[config.mk]
export PLATFORM = sky130hd
export DESIGN_NAME = pulse_gen
export DESIGN_NICKNAME = d
export VERILOG_FILES = /design/src/rtl/pgen_pkg.sv /design/src/rtl/pgen_setting_reg.sv /design/src/rtl/pgen_downcounter.sv /design/src/rtl/pgen_phase_ctrl.sv /design/src/rtl/pulse_gen.sv
export SDC_FILE = /design/constraint.sdc
export NUM_CORES = 1
export LEC_CHECK = 0
export BUFFER_PORTS_ARGS = -buffer_cell sky130_fd_sc_hd__buf_4
export CORE_MARGIN = 10
export CORE_UTILIZATION = 40
export CTS_BUF_LIST = sky130_fd_sc_hd__clkbuf_8
export DETAILED_ROUTE_END_ITERATION = 10
export PLACE_DENSITY = 0.54
export SKIP_LAST_GASP = 1
export SYNTH_ARGS = -nofsm -noshare
export SYNTH_HDL_FRONTEND = slang
export SYNTH_HIERARCHICAL = 1
export SYNTH_SLANG_ARGS = --single-unit
[constraint.sdc]
create_clock -name clk -period 2.8 [get_ports clk]
set_input_delay 0.28 -clock clk [delete_from_list [all_inputs] [get_ports clk]]
set_output_delay 0.28 -clock clk [all_outputs]
set_load 0.01 [all_outputs]
[src/rtl/pgen_pkg.sv]
package pgen_pkg;
  typedef enum logic {
    PH_LOW  = 1'b0,
    PH_HIGH = 1'b1
  } phase_t;

  // A phase of length N needs N-1 as the counter start; 0 and 1 both mean one cycle
  function automatic logic [7:0] start_count(input logic [7:0] setting);
    return (setting == 8'd0) ? 8'd0 : setting - 8'd1;
  endfunction
endpackage

[src/rtl/pgen_setting_reg.sv]
module pgen_setting_reg #(
  parameter int DW = 8
) (
  input  logic          clk,
  input  logic          rst,
  input  logic          ld,
  input  logic [DW-1:0] d,
  output logic [DW-1:0] q
);
  always_ff @(posedge clk) begin
    if (rst)     q <= '0;
    else if (ld) q <= d;
  end


  ld_capture_chk: assert property (@(posedge clk) disable iff (rst)
    ld |=> q == $past(d));
endmodule

[src/rtl/pgen_downcounter.sv]
module pgen_downcounter #(
  parameter int DW = 8
) (
  input  logic          clk,
  input  logic          rst,
  input  logic [DW-1:0] reload_val,
  output logic          at_end
);
  logic [DW-1:0] cnt;

  always_ff @(posedge clk) begin
    if (rst)              cnt <= '0;
    else if (cnt == '0)   cnt <= reload_val;
    else                  cnt <= cnt - 1'b1;
  end

  assign at_end = (cnt == '0);


  count_step_chk: assert property (@(posedge clk) disable iff (rst)
    (cnt != '0) |=> (cnt == $past(cnt) - 1'b1));
endmodule

[src/rtl/pgen_phase_ctrl.sv]
module pgen_phase_ctrl
  import pgen_pkg::*;
(
  input  logic   clk,
  input  logic   rst,
  input  logic   at_end,
  output phase_t phase
);
  always_ff @(posedge clk) begin
    if (rst)         phase <= PH_LOW;
    else if (at_end) phase <= (phase == PH_HIGH) ? PH_LOW : PH_HIGH;
  end


  phase_flip_chk: assert property (@(posedge clk) disable iff (rst)
    at_end |=> (phase != $past(phase)));


  phase_hold_chk: assert property (@(posedge clk) disable iff (rst)
    !at_end |=> $stable(phase));
endmodule

[src/rtl/pulse_gen.sv]
module pulse_gen
  import pgen_pkg::*;
#(
  parameter int DW = 8
) (
  input  logic          clk,
  input  logic          rst,
  input  logic [DW-1:0] data_in,
  input  logic          ld_width,
  input  logic          ld_gap,
  output logic          pulse_out
);
  localparam int NSET   = 2;
  localparam int IDX_W  = 0;
  localparam int IDX_G  = 1;

  logic [NSET-1:0] ld_vec;
  logic [DW-1:0]   set_q [NSET];
  logic [DW-1:0]   next_setting;
  logic [DW-1:0]   reload_val;
  logic            at_end;
  phase_t          phase;

  assign ld_vec[IDX_W] = ld_width;
  assign ld_vec[IDX_G] = ld_gap;

  for (genvar i = 0; i < NSET; i++) begin : g_set
    pgen_setting_reg #(.DW(DW)) u_reg (
      .clk (clk),
      .rst (rst),
      .ld  (ld_vec[i]),
      .d   (data_in),
      .q   (set_q[i])
    );
  end

  // Reload picks the setting of the phase about to start
  assign next_setting = (phase == PH_HIGH) ? set_q[IDX_G] : set_q[IDX_W];
  assign reload_val   = (next_setting == '0) ? '0 : next_setting - 1'b1;

  pgen_downcounter #(.DW(DW)) u_cnt (
    .clk        (clk),
    .rst        (rst),
    .reload_val (reload_val),
    .at_end     (at_end)
  );

  pgen_phase_ctrl u_ctrl (
    .clk    (clk),
    .rst    (rst),
    .at_end (at_end),
    .phase  (phase)
  );

  assign pulse_out = (phase == PH_HIGH);
endmodule

* Word-level counts from Yosys, hierarchy flattened
Cells that the tools add are included.
** Operators by class
- Divide/modulo/power cells :: 0
- $lt $le $gt $ge :: 0
- Bitwise operators :: 0
- Muxes and demuxes :: 4
- Add/subtract/negate cells :: 2
- Equal/unequal tests :: 0
- Reductions and logical operators :: 2
- Multiply operators :: 0
- Shifts and indexed selects :: 0
** Operators with widths (count)
- $mux 8 :: 3
- $logic_not 8->1 :: 2
- $sub 8x1->8 const B :: 2
- $mux 1 :: 1
** Storage, ports and cells
- Input port bits :: 12
- Output and inout bits :: 1
- Bits in latches :: 0
- Bits in writable memories :: 0
- Memory bits (read-only) :: 0
- Bits in registers :: 25
- Memories kept :: 0

* Longest topological paths before layout
Gate-level depths: netlist of run 1.
- Word-level depth :: 4
- Depth in mapped cells :: 10
- Gate-level depth less buffers :: 8

* By module
The synthesis of run 1 kept the hierarchy.
** Modules (own cells, without submodules)
- pgen_setting_reg :: instances 2, sequential area each 160.2 um^2, area an instance 285.3 um^2, cells each 26
- pgen_downcounter :: instances 1, sequential area each 160.2 um^2, area an instance 444.2 um^2, cells each 46
- pulse_gen :: instances 1, sequential area each 0.0 um^2, area an instance 401.6 um^2, cells each 46
- pgen_phase_ctrl :: instances 1, sequential area each 20.0 um^2, area an instance 32.5 um^2, cells each 3

* Worst setup path before layout of run 1
No wires, ideal clock.
- Path type :: reg2reg
- Start point :: register u_ctrl.phase
- End point :: register u_cnt.cnt[6]
- Stages on the path, launching flop included :: 11
- Buffers on the path :: 2
- Clock period less this slack :: 2175 ps
- Arrival :: 2037 ps
- Path slack :: 625 ps
- Path through :: dfxtp_1 > buf_6 > buf_6 > mux2i_1 > ha_1 > inv_1 > nor2_2 > mux2_4 > mux2_2 > a21oi_1 > a311oi_1
** Between the ends
- Longest elaborated chain between the ends :: 4
** RTL lines
- from (decl) :: line pgen_phase_ctrl.sv:7 : output phase_t phase
- from (signal assigned) :: line pgen_phase_ctrl.sv:11 : else if (at_end) phase <= (phase == PH_HIGH) ? PH_LOW : PH_HIGH;
- $mux 8 * :: line pulse_gen.sv:38 : assign next_setting = (phase == PH_HIGH) ? set_q[IDX_G] : set_q[IDX_W];
- $sub 8x1->8 or $logic_not 8->1 (tied branches) :: line pulse_gen.sv:39 : assign reload_val = (next_setting == '0) ? '0 : next_setting - 1'b1;
- $mux 8 * :: line pulse_gen.sv:39
- named net reload_val[6] :: line pulse_gen.sv:20 : logic [DW-1:0] reload_val;
- $mux 8 * :: line pgen_downcounter.sv:13 : else if (cnt == '0) cnt <= reload_val;
- to (signal assigned) :: line pgen_downcounter.sv:13
- to (signal assigned) :: line pgen_downcounter.sv:14 : else cnt <= cnt - 1'b1;
- to (decl) :: line pgen_downcounter.sv:9 : logic [DW-1:0] cnt;
The timed path passes the listed nets; every way through them passes the cells marked *.
A chain may end at the register's enable or synchronous reset.

* Worst setup path after layout of run 1
Same ends and word-level chain as after synthesis.

==> flow_summary.toml, run 1 <==
[power_and_ir_drop]
clockPowerShare_pct = 16.0
p_leak_nw = 0.650
powerDensity_nw_per_um2 = 882
power.share.switching_pct = 38.4
vdd_drop_max_uv = 272
p_switching_mw = 0.538
seqPwrFrac_pct = 36.7
internal_power_mw = 0.861
pwr-share-comb_pct = 47.3

[detailed_routing]
routed_wirelength_microns = 2830
final_antenna_net_count = 0
wl_per_cell_microns = 14.0
viasPerCell = 5.15
dr.pass1.iters = 4
drc = 0
drt_iter0_drc = 40
vias = 1040

[worst_setup_path]
path_class = "reg -> reg"
r2r_end = "u_cnt/cnt[6]"
crit_path_start_kind = "register"
r2r_start = "u_ctrl/phase"
end_kind = "register"
path_max_fanout = 11
cp.required_ns = 2.95
worstPathArrival_ns = 2.49
r2r.worst_path.cells = 8
ff2ff_setup_slack_ns = 0.46

[synthesis]
async_reset_ff_share_pct = 0
seq_area_frac_synth_pct = 34.5
synthDistinctLibCells = 33
yosys_warnings = 6
ys.flop_type = "dfxtp_1"
synth_edf_count = 0
ys_ff_latch = 25
syn-num-nets = 163
synth.avg_cell_area_sq_um = 9.86
synth_cells = 147
netlist_area_sq_um = 1450

[sta]
maxSlewHeadroom_pct = 68.0
grt_setup_unrepaired = "false"
finalHoldViolations = 0
fmax_ghz = 0.427
finalSetupViolCount = 0
whs_ns = 0.241
fin_crit_sh_pct = 83.6
tightestPinTransition_ns = 0.479
slew_violations = 0
post-route-min-period_ns = 2.34
clock-skew-final_ns = 0.00411
finalSetupTns_ns = 0

[grt]
grt_usage_pct = 9.70
grt.overflow.total = 0
grt_pass1_vias = 1072
antenna_found_initial = 0
grt_pass1_wl_microns = 5020
grt_max_degree = 26

[cts]
cts_buffers = 3
cts-root-buf = "clkbuf_8"
cts_num_sinks = 25
cts_hold_buf = 0
clk_latency_ns = 0.27
h-tree-depth = 1
post_cts_resized = 0
cts_tree = "yes"
clkTransAtPathRegs_ns = 0.09
cts_setup_buffers = 0
clk_path_buf_depth = 2

[layout]
nets = 173
diodes = 0
syn_to_final_growth_pct = 9.41
drive_above_1_share_pct = 23.1

[floorplanning]
chipHeight_microns = 80.2
core_sq_um = 3420
initial_core_util_pct = 42.4
die_width_microns = 80.2
die_area_sq_um = 6430
rows = 21
io_pins = 13

[hold_path]
hold_depth = 3
hold_start = "data_in[1]"
hold_end = "g_set[1].u_reg/q[1]"
hp-class = "in -> reg"

[placement]
port_buffers = 12
hpwlAfterDp_microns = 2170
gp_congestion = 0.713

[outcome]
status = "finished clean"

[flow_run]
maxCapViolations = 0
## cell usage in the layout (no fill, tap or decap)
master / netlist / routed
o31ai_1: 1 / 1
nand3b_2: 1 / 1
mux2_2: 3 / 3
nor2_2: 2 / 2
ha_1: 4 / 4
nand2_1: 2 / 2
a21oi_1: 4 / 4
or4_4: 1 / 1
buf_4: 0 / 13
a211oi_1: 2 / 2
xnor2_1: 6 / 6
nand2b_1: 1 / 1
nor2_1: 31 / 31
nor4_1: 1 / 1
o22ai_1: 1 / 1
xor2_1: 3 / 3
nor4_2: 1 / 1
o21ai_1: 1 / 1
nor3b_2: 1 / 1
clkbuf_8: 0 / 3
clkinvlp_4: 0 / 1
nor3_2: 2 / 2
mux2i_1: 24 / 24
nor3_1: 3 / 3
a311oi_1: 3 / 3
inv_1: 4 / 4
a211oi_2: 3 / 3
nor3_4: 2 / 2
o22ai_4: 1 / 1
mux2_4: 1 / 1
nor2b_1: 3 / 3
dfxtp_1: 25 / 25
nor4b_1: 1 / 1
nor3b_4: 1 / 1
## Yosys cell counts, types with 2 or more instances
cell type   n  area share [%]
nor2_1     31             8.0
dfxtp_1    25              35
mux2i_1    24              17
xnor2_1     6             3.6
buf_6       5             3.9
a21oi_1     4             1.4
ha_1        4             3.5
inv_1       4             1.0
a211oi_2    3             2.6
a311oi_1    3             1.8
buf_1       3            0.78
mux2_2      3             2.3
nor2b_1     3             1.3
nor3_1      3             1.0
xor2_1      3             1.8
a211oi_1    2             1.0
nand2_1     2            0.52
nor2_2      2            0.86
nor3_2      2             1.4
nor3_4      2             2.2
## cell families (layout without fill, tap and decap cells)
family	count (synthesis)	in the layout	share of synthesized area [%]
XOR/XNOR	9	9	5.44
buffers and inverters	12	21	5.70
AO/OA/AOI/OAI	16	16	9.50
adder cells (fa/ha/maj)	4	4	3.45
multiplexers	28	28	19.9
flip-flops	25	25	34.5
AND/OR/NAND/NOR	53	53	21.4
## stage by stage
stage / power, mW / utilization, % / cells / worst slack (ns) / cell area (sq um)
finish: 1.40 / 46.4 / 202 / 0.459 / 1590
global route: 1.52 / 46.4 / 202 / 0.318 / 1590
CTS: 1.41 / 46.4 / 202 / 0.456 / 1590
detailed placement: 1.19 / 45.0 / 198 / 0.471 / 1540
global placement: 1.17 / 45.0 / 198 / 0.557 / 1540
floorplan: 1.10 / - / 147 / 0.625 / 1450
## metal layers
| layer | part of all wire [%] | global-route usage [%] |
|---|---|---|
| met5 | 0 | 0 |
| met4 | 1.4 | 4.23 |
| met3 | 4.1 | 2.34 |
| met2 | 47 | 15.2 |
| met1 | 48 | 12.2 |
## sequential cells by signal (all words and copies together) (netlist names)
name and cells:
u_ctrl/phase 1, u_cnt/cnt 8, g_set.u_reg/q 16
## power by group through the flow
stage                     clock (mW)  combinational (mW)  sequential (mW)
after detailed placement           0               0.666            0.521
after floorplan                    0               0.607            0.491
final                          0.224               0.661            0.513
after CTS                      0.231               0.670            0.513
after global routing           0.246               0.747            0.526
after global placement             0               0.652            0.518
## worst max-delay path, stage by stage (launching register included)
cell      delay [ns]
dfxtp_1         0.63
buf_4           0.26
nor3b_2         0.27
o22ai_4         0.15
nor2_2          0.13
mux2_4          0.30
mux2_2          0.26
a21oi_1         0.15
a311oi_1        0.06
## cell type report
type                    instances  area (sq um)
clock buffers                   3          41.3
clock inverters                 1          7.51
fillers                       358          1830
inverters                       4          15.0
multi-input cells             110           866
flip-flops and latches         25           500
well taps                      46          57.6
repair buffers                 13          97.6
## how the worst max path moves through the flow
stage | to | slack (ns) | start | depth (start not counted)
after floorplan | u_cnt/cnt[6] | 0.63 | u_ctrl/phase | 10
after global placement | u_cnt/cnt[6] | 0.56 | u_ctrl/phase | 8
after detailed placement | u_cnt/cnt[6] | 0.47 | u_ctrl/phase | 8
after CTS | u_cnt/cnt[6] | 0.46 | u_ctrl/phase | 8
after global routing | u_cnt/cnt[6] | 0.32 | u_ctrl/phase | 8
final | u_cnt/cnt[6] | 0.46 | u_ctrl/phase | 8
Power figures use the tool's default switching activity.
==> run 2, diff against run 1 <==
==> constraint.sdc (replaced) <==
create_clock -name clk -period 2.3 [get_ports clk]
set_input_delay 0.23 -clock clk [delete_from_list [all_inputs] [get_ports clk]]
set_output_delay 0.23 -clock clk [all_outputs]
set_load 0.01 [all_outputs]
==> flow_summary.toml, run 2 (synthesized netlist as in run 1, its figures left out) <==
[sta]
clock-skew-final_ns = 0.00249
post-route-min-period_ns = 2.03
whs_ns = 0.202
tightestPinTransition_ns = 0.452
fmax_ghz = 0.492
slew_violations = 0
maxSlewHeadroom_pct = 69.6
finalSetupViolCount = 0
finalSetupTns_ns = 0
finalHoldViolations = 0
grt_setup_unrepaired = "false"
fin_crit_sh_pct = 88.4

[grt]
grt_usage_pct = 9.66
antenna_found_initial = 0
grt_max_degree = 26
grt_pass1_vias = 1070
grt.overflow.total = 0
grt_pass1_wl_microns = 5020

[placement]
placed_cell_area_sq_um = 1540
port_buffers = 12
gp_congestion = 0.735
hpwlAfterDp_microns = 2170
place_inst = 199

[worst_setup_path]
path_class = "reg -> reg"
crit_path_start_kind = "register"
end_kind = "register"
worstPathArrival_ns = 2.17
path_buf_inv = 1
cp_top_family = "multiplexers"
cpPeakStageDelay_ns = 0.43
critical_path.cell_chain = "mux2i_1 > ha_1 > inv_1 > nor2_2 > mux2_4 > mux2_2 > a21oi_1 > a311oi_1"
path_max_fanout = 7
cp.required_ns = 2.44
critical_path.slowest_cell = "dfxtp_2"

[cts]
clk_latency_ns = 0.26
h-tree-depth = 1
cts_tree = "yes"
cts_setup_buffers = 0
clkTransAtPathRegs_ns = 0.08
cts_hold_buf = 0
cts_buffers = 3
cts_num_sinks = 25
clk_path_buf_depth = 2
cts-root-buf = "clkbuf_8"

[power_and_ir_drop]
vdd_drop_max_uv = 411
p_leak_nw = 0.661
powerDensity_nw_per_um2 = 1070

[detailed_routing]
dr.pass1.iters = 4
routed_wirelength_microns = 2870
drt_iter0_drc = 86
viasPerCell = 5.06
vias = 1027
wl_per_cell_microns = 14.1
final_antenna_net_count = 0
drc = 0

[layout]
mostFrequentLayoutCells = "31 x nor2_1, 24 x mux2i_1, 24 x dfxtp_1"
seqCellArea_sq_um = 502
drive_above_1_share_pct = 23.6
largest_register_ffs = 16
final_cell_count_no_fill = 203
reg.largest.list = "g_set.u_reg/q x16, u_cnt/cnt x8, u_ctrl/phase x1"
nets = 174
syn_to_final_growth_pct = 9.76
multi_input_area_sq_um = 866
largest_register = "g_set.u_reg/q"
final_common_cell = "nor2_1"
diodes = 0
n_fill_cell = 360
fin_area_sq_um = 1590

[floorplanning]
io_pins = 13
rows = 21
chipHeight_microns = 80.2
die_width_microns = 80.2
initial_core_util_pct = 42.4
die_area_sq_um = 6430
core_sq_um = 3420

[flow_run]
maxCapViolations = 0

[hold_path]
hp-class = "in -> reg"

[outcome]
status = "finished clean"
## run 2: final timing paths
check / from / endpoint / slack (ns) / cells past startpoint
max: u_ctrl/phase / u_cnt/cnt[6] / 0.27 / 8
max reg2reg: u_ctrl/phase / u_cnt/cnt[6] / 0.27 / 8
min: data_in[6] / g_set[1].u_reg/q[6] / 0.20 / 3
min reg2reg: g_set[0].u_reg/q[6] / g_set[0].u_reg/q[6] / 0.50 / 2
## run 2: layer usage
metal | vias up | wire length [microns] | GRT usage (%)
met1 | 484 | 1400 | 11.8
met4 | 0 | 18 | 2.64
met5 | - | 0 | 0
li1 | 530 | - | -
met2 | 11 | 1340 | 15.7
met3 | 2 | 111 | 3.23
## run 2: area by class of cell
type / instances / share of cell area (%)
Clock buffer: 3 / 2.60
Clock inverter: 1 / 0.236
Inverter: 4 / 0.944
Multi-Input combinational cell: 110 / 54.4
Sequential cell: 25 / 31.5
Tap cell: 46 / 3.62
Timing Repair Buffer: 14 / 6.61
## run 2: power breakdown
group          internal, mW  leakage, nW  total, mW  switching, mW
Combinational         0.417        0.427      0.828          0.410
Clock                 0.119       0.0269      0.253          0.133
Sequential            0.517        0.207      0.618          0.100
Total                  1.05        0.661       1.70          0.644
## run 2: timing repair
item	CTS	global route
setup endpoints to repair	0	1
gates resized for setup	0	1
hold endpoints to repair	0	0
## run 2: through the flow
stage          total power, mW  setup slack [ns]  utilization [%]
2_1_floorplan             1.34             0.125                -
3_3_place_gp              1.44             0.237             45.2
3_5_place_dp              1.45             0.196             45.2
4_1_cts                   1.71             0.177             46.5
5_1_grt                   1.85            0.0500             46.6
6_report                  1.70             0.266             46.6
## run 2: worst register-to-register path, cell delays in order (launching register included)
cell      delay [ns]
dfxtp_2         0.43
mux2i_1         0.29
ha_1            0.22
inv_1           0.08
nor2_2          0.12
mux2_4          0.30
mux2_2          0.26
a21oi_1         0.15
a311oi_1        0.06
==> run 3, diff against run 2 <==
--- a/config.mk
+++ b/config.mk
@@ -10,7 +10,7 @@
 export CORE_UTILIZATION = 40
 export CTS_BUF_LIST = sky130_fd_sc_hd__clkbuf_8
 export DETAILED_ROUTE_END_ITERATION = 10
-export PLACE_DENSITY = 0.54
+export PLACE_DENSITY = 0.64
 export SKIP_LAST_GASP = 1
 export SYNTH_ARGS = -nofsm -noshare
 export SYNTH_HDL_FRONTEND = slang
==> flow_summary.toml, run 3 (synthesized netlist as in run 1, its figures left out) <==
[cts]
clk_path_buf_depth = 2
post_cts_resized = 0
cts_num_sinks = 25
cts_tree = "yes"
cts_hold_buf = 0
clkTransAtPathRegs_ns = 0.09
h-tree-depth = 1
cts-root-buf = "clkbuf_8"
cts_setup_buffers = 0
cts_buffers = 3
clk_latency_ns = 0.27

[sta]
maxSlewHeadroom_pct = 68.2
grt_setup_unrepaired = "false"
finalSetupViolCount = 0
fin_crit_sh_pct = 89.1
post-route-min-period_ns = 2.05
finalSetupTns_ns = 0
setup_slack_ns = 0.251
tightestPinTransition_ns = 0.472
finalHoldViolations = 0
fmax_ghz = 0.488
slew_violations = 0
whs_ns = 0.199
clock-skew-final_ns = 0.00197

[worst_setup_path]
path_class = "reg -> reg"
path_max_fanout = 6
crit_path_start_kind = "register"
cp.required_ns = 2.44
end_kind = "register"
worstPathArrival_ns = 2.19

[layout]
nets = 174
n_fill_cell = 348
drive_above_1_share_pct = 24.2
reg.largest.list = "g_set.u_reg/q x16, u_cnt/cnt x8, u_ctrl/phase x1"
diodes = 0
syn_to_final_growth_pct = 10.1
final_common_cell = "nor2_1"
largest_register = "g_set.u_reg/q"
mostFrequentLayoutCells = "31 x nor2_1, 24 x mux2i_1, 24 x dfxtp_1"
largest_register_ffs = 16

[detailed_routing]
final_antenna_net_count = 0
viasPerCell = 5.16
drc = 0
dr.pass1.iters = 4
drt_iter0_drc = 36
wl_per_cell_microns = 13.7
routed_wirelength_microns = 2780
vias = 1047

[grt]
grt_pass1_vias = 1145
antenna_found_initial = 0
grt_usage_pct = 9.38
grt.overflow.total = 0
grt_pass1_wl_microns = 5010
grt_max_degree = 26

[floorplanning]
rows = 21
initial_core_util_pct = 42.4
die_area_sq_um = 6430
io_pins = 13
die_width_microns = 80.2
core_sq_um = 3420
chipHeight_microns = 80.2

[flow_run]
maxCapViolations = 0

[hold_path]
hp-class = "in -> reg"

[outcome]
status = "finished clean"

[power_and_ir_drop]
vdd_drop_max_uv = 423
p_leak_nw = 0.660
power.total_mw = 1.71
powerDensity_nw_per_um2 = 1070

[placement]
pre_cts_ws_ns = 0.179
port_buffers = 12
gp_congestion = 0.772
hpwlAfterDp_microns = 2150
-- run 3: critical path: stages (launching register included) --
cell      delay [ns]
dfxtp_2         0.42
mux2i_1         0.31
ha_1            0.21
inv_1           0.08
nor2_2          0.13
mux2_4          0.30
mux2_2          0.26
a21oi_1         0.15
a311oi_1        0.07
-- run 3: path summary, 6_finish.rpt --
path	startpoint	endpoint	slack [ns]	cells past startpoint
min reg2reg	g_set[0].u_reg/q[7]	g_set[0].u_reg/q[7]	0.51	2
max reg2reg	u_ctrl/phase	u_cnt/cnt[6]	0.25	8
min	data_in[3]	g_set[1].u_reg/q[3]	0.20	3
max	u_ctrl/phase	u_cnt/cnt[6]	0.25	8
-- run 3: area by class of cell --
class,count,area (sq um),share of cell area [%]
clock buffers,3,41.3,2.59
clock inverters,1,8.76,0.549
inverters,4,15.0,0.941
multi-input cells,110,866,54.3
flip-flops and latches,25,502,31.5
well taps,46,57.6,3.61
repair buffers,14,105,6.59
-- run 3: metal layers --
| layer | up-vias | part of all wire [%] | global-route usage (%) |
|---|---|---|---|
| li1 | 532 | - | - |
| met1 | 501 | 45 | 10.4 |
| met2 | 10 | 50 | 16.9 |
| met3 | 4 | 3.6 | 2.23 |
| met4 | 0 | 1.1 | 3.17 |
| met5 | - | 0 | 0 |
-- run 3: where the power goes --
part | internal [mW] | total (mW) | switching, mW | leakage (nW)
Sequential | 0.517 | 0.615 | 0.0973 | 0.207
Combinational | 0.416 | 0.823 | 0.406 | 0.427
Clock | 0.127 | 0.275 | 0.148 | 0.0261
Total | 1.06 | 1.71 | 0.652 | 0.660
-- run 3: metrics by stage --
stage | cell area [sq um] | std cells | utilization (%)
2_1_floorplan | 1450 | 147 | -
3_3_place_gp | 1540 | 199 | 45.2
3_5_place_dp | 1540 | 199 | 45.2
4_1_cts | 1590 | 203 | 46.7
5_1_grt | 1600 | 203 | 46.7
6_report | 1600 | 203 | 46.7
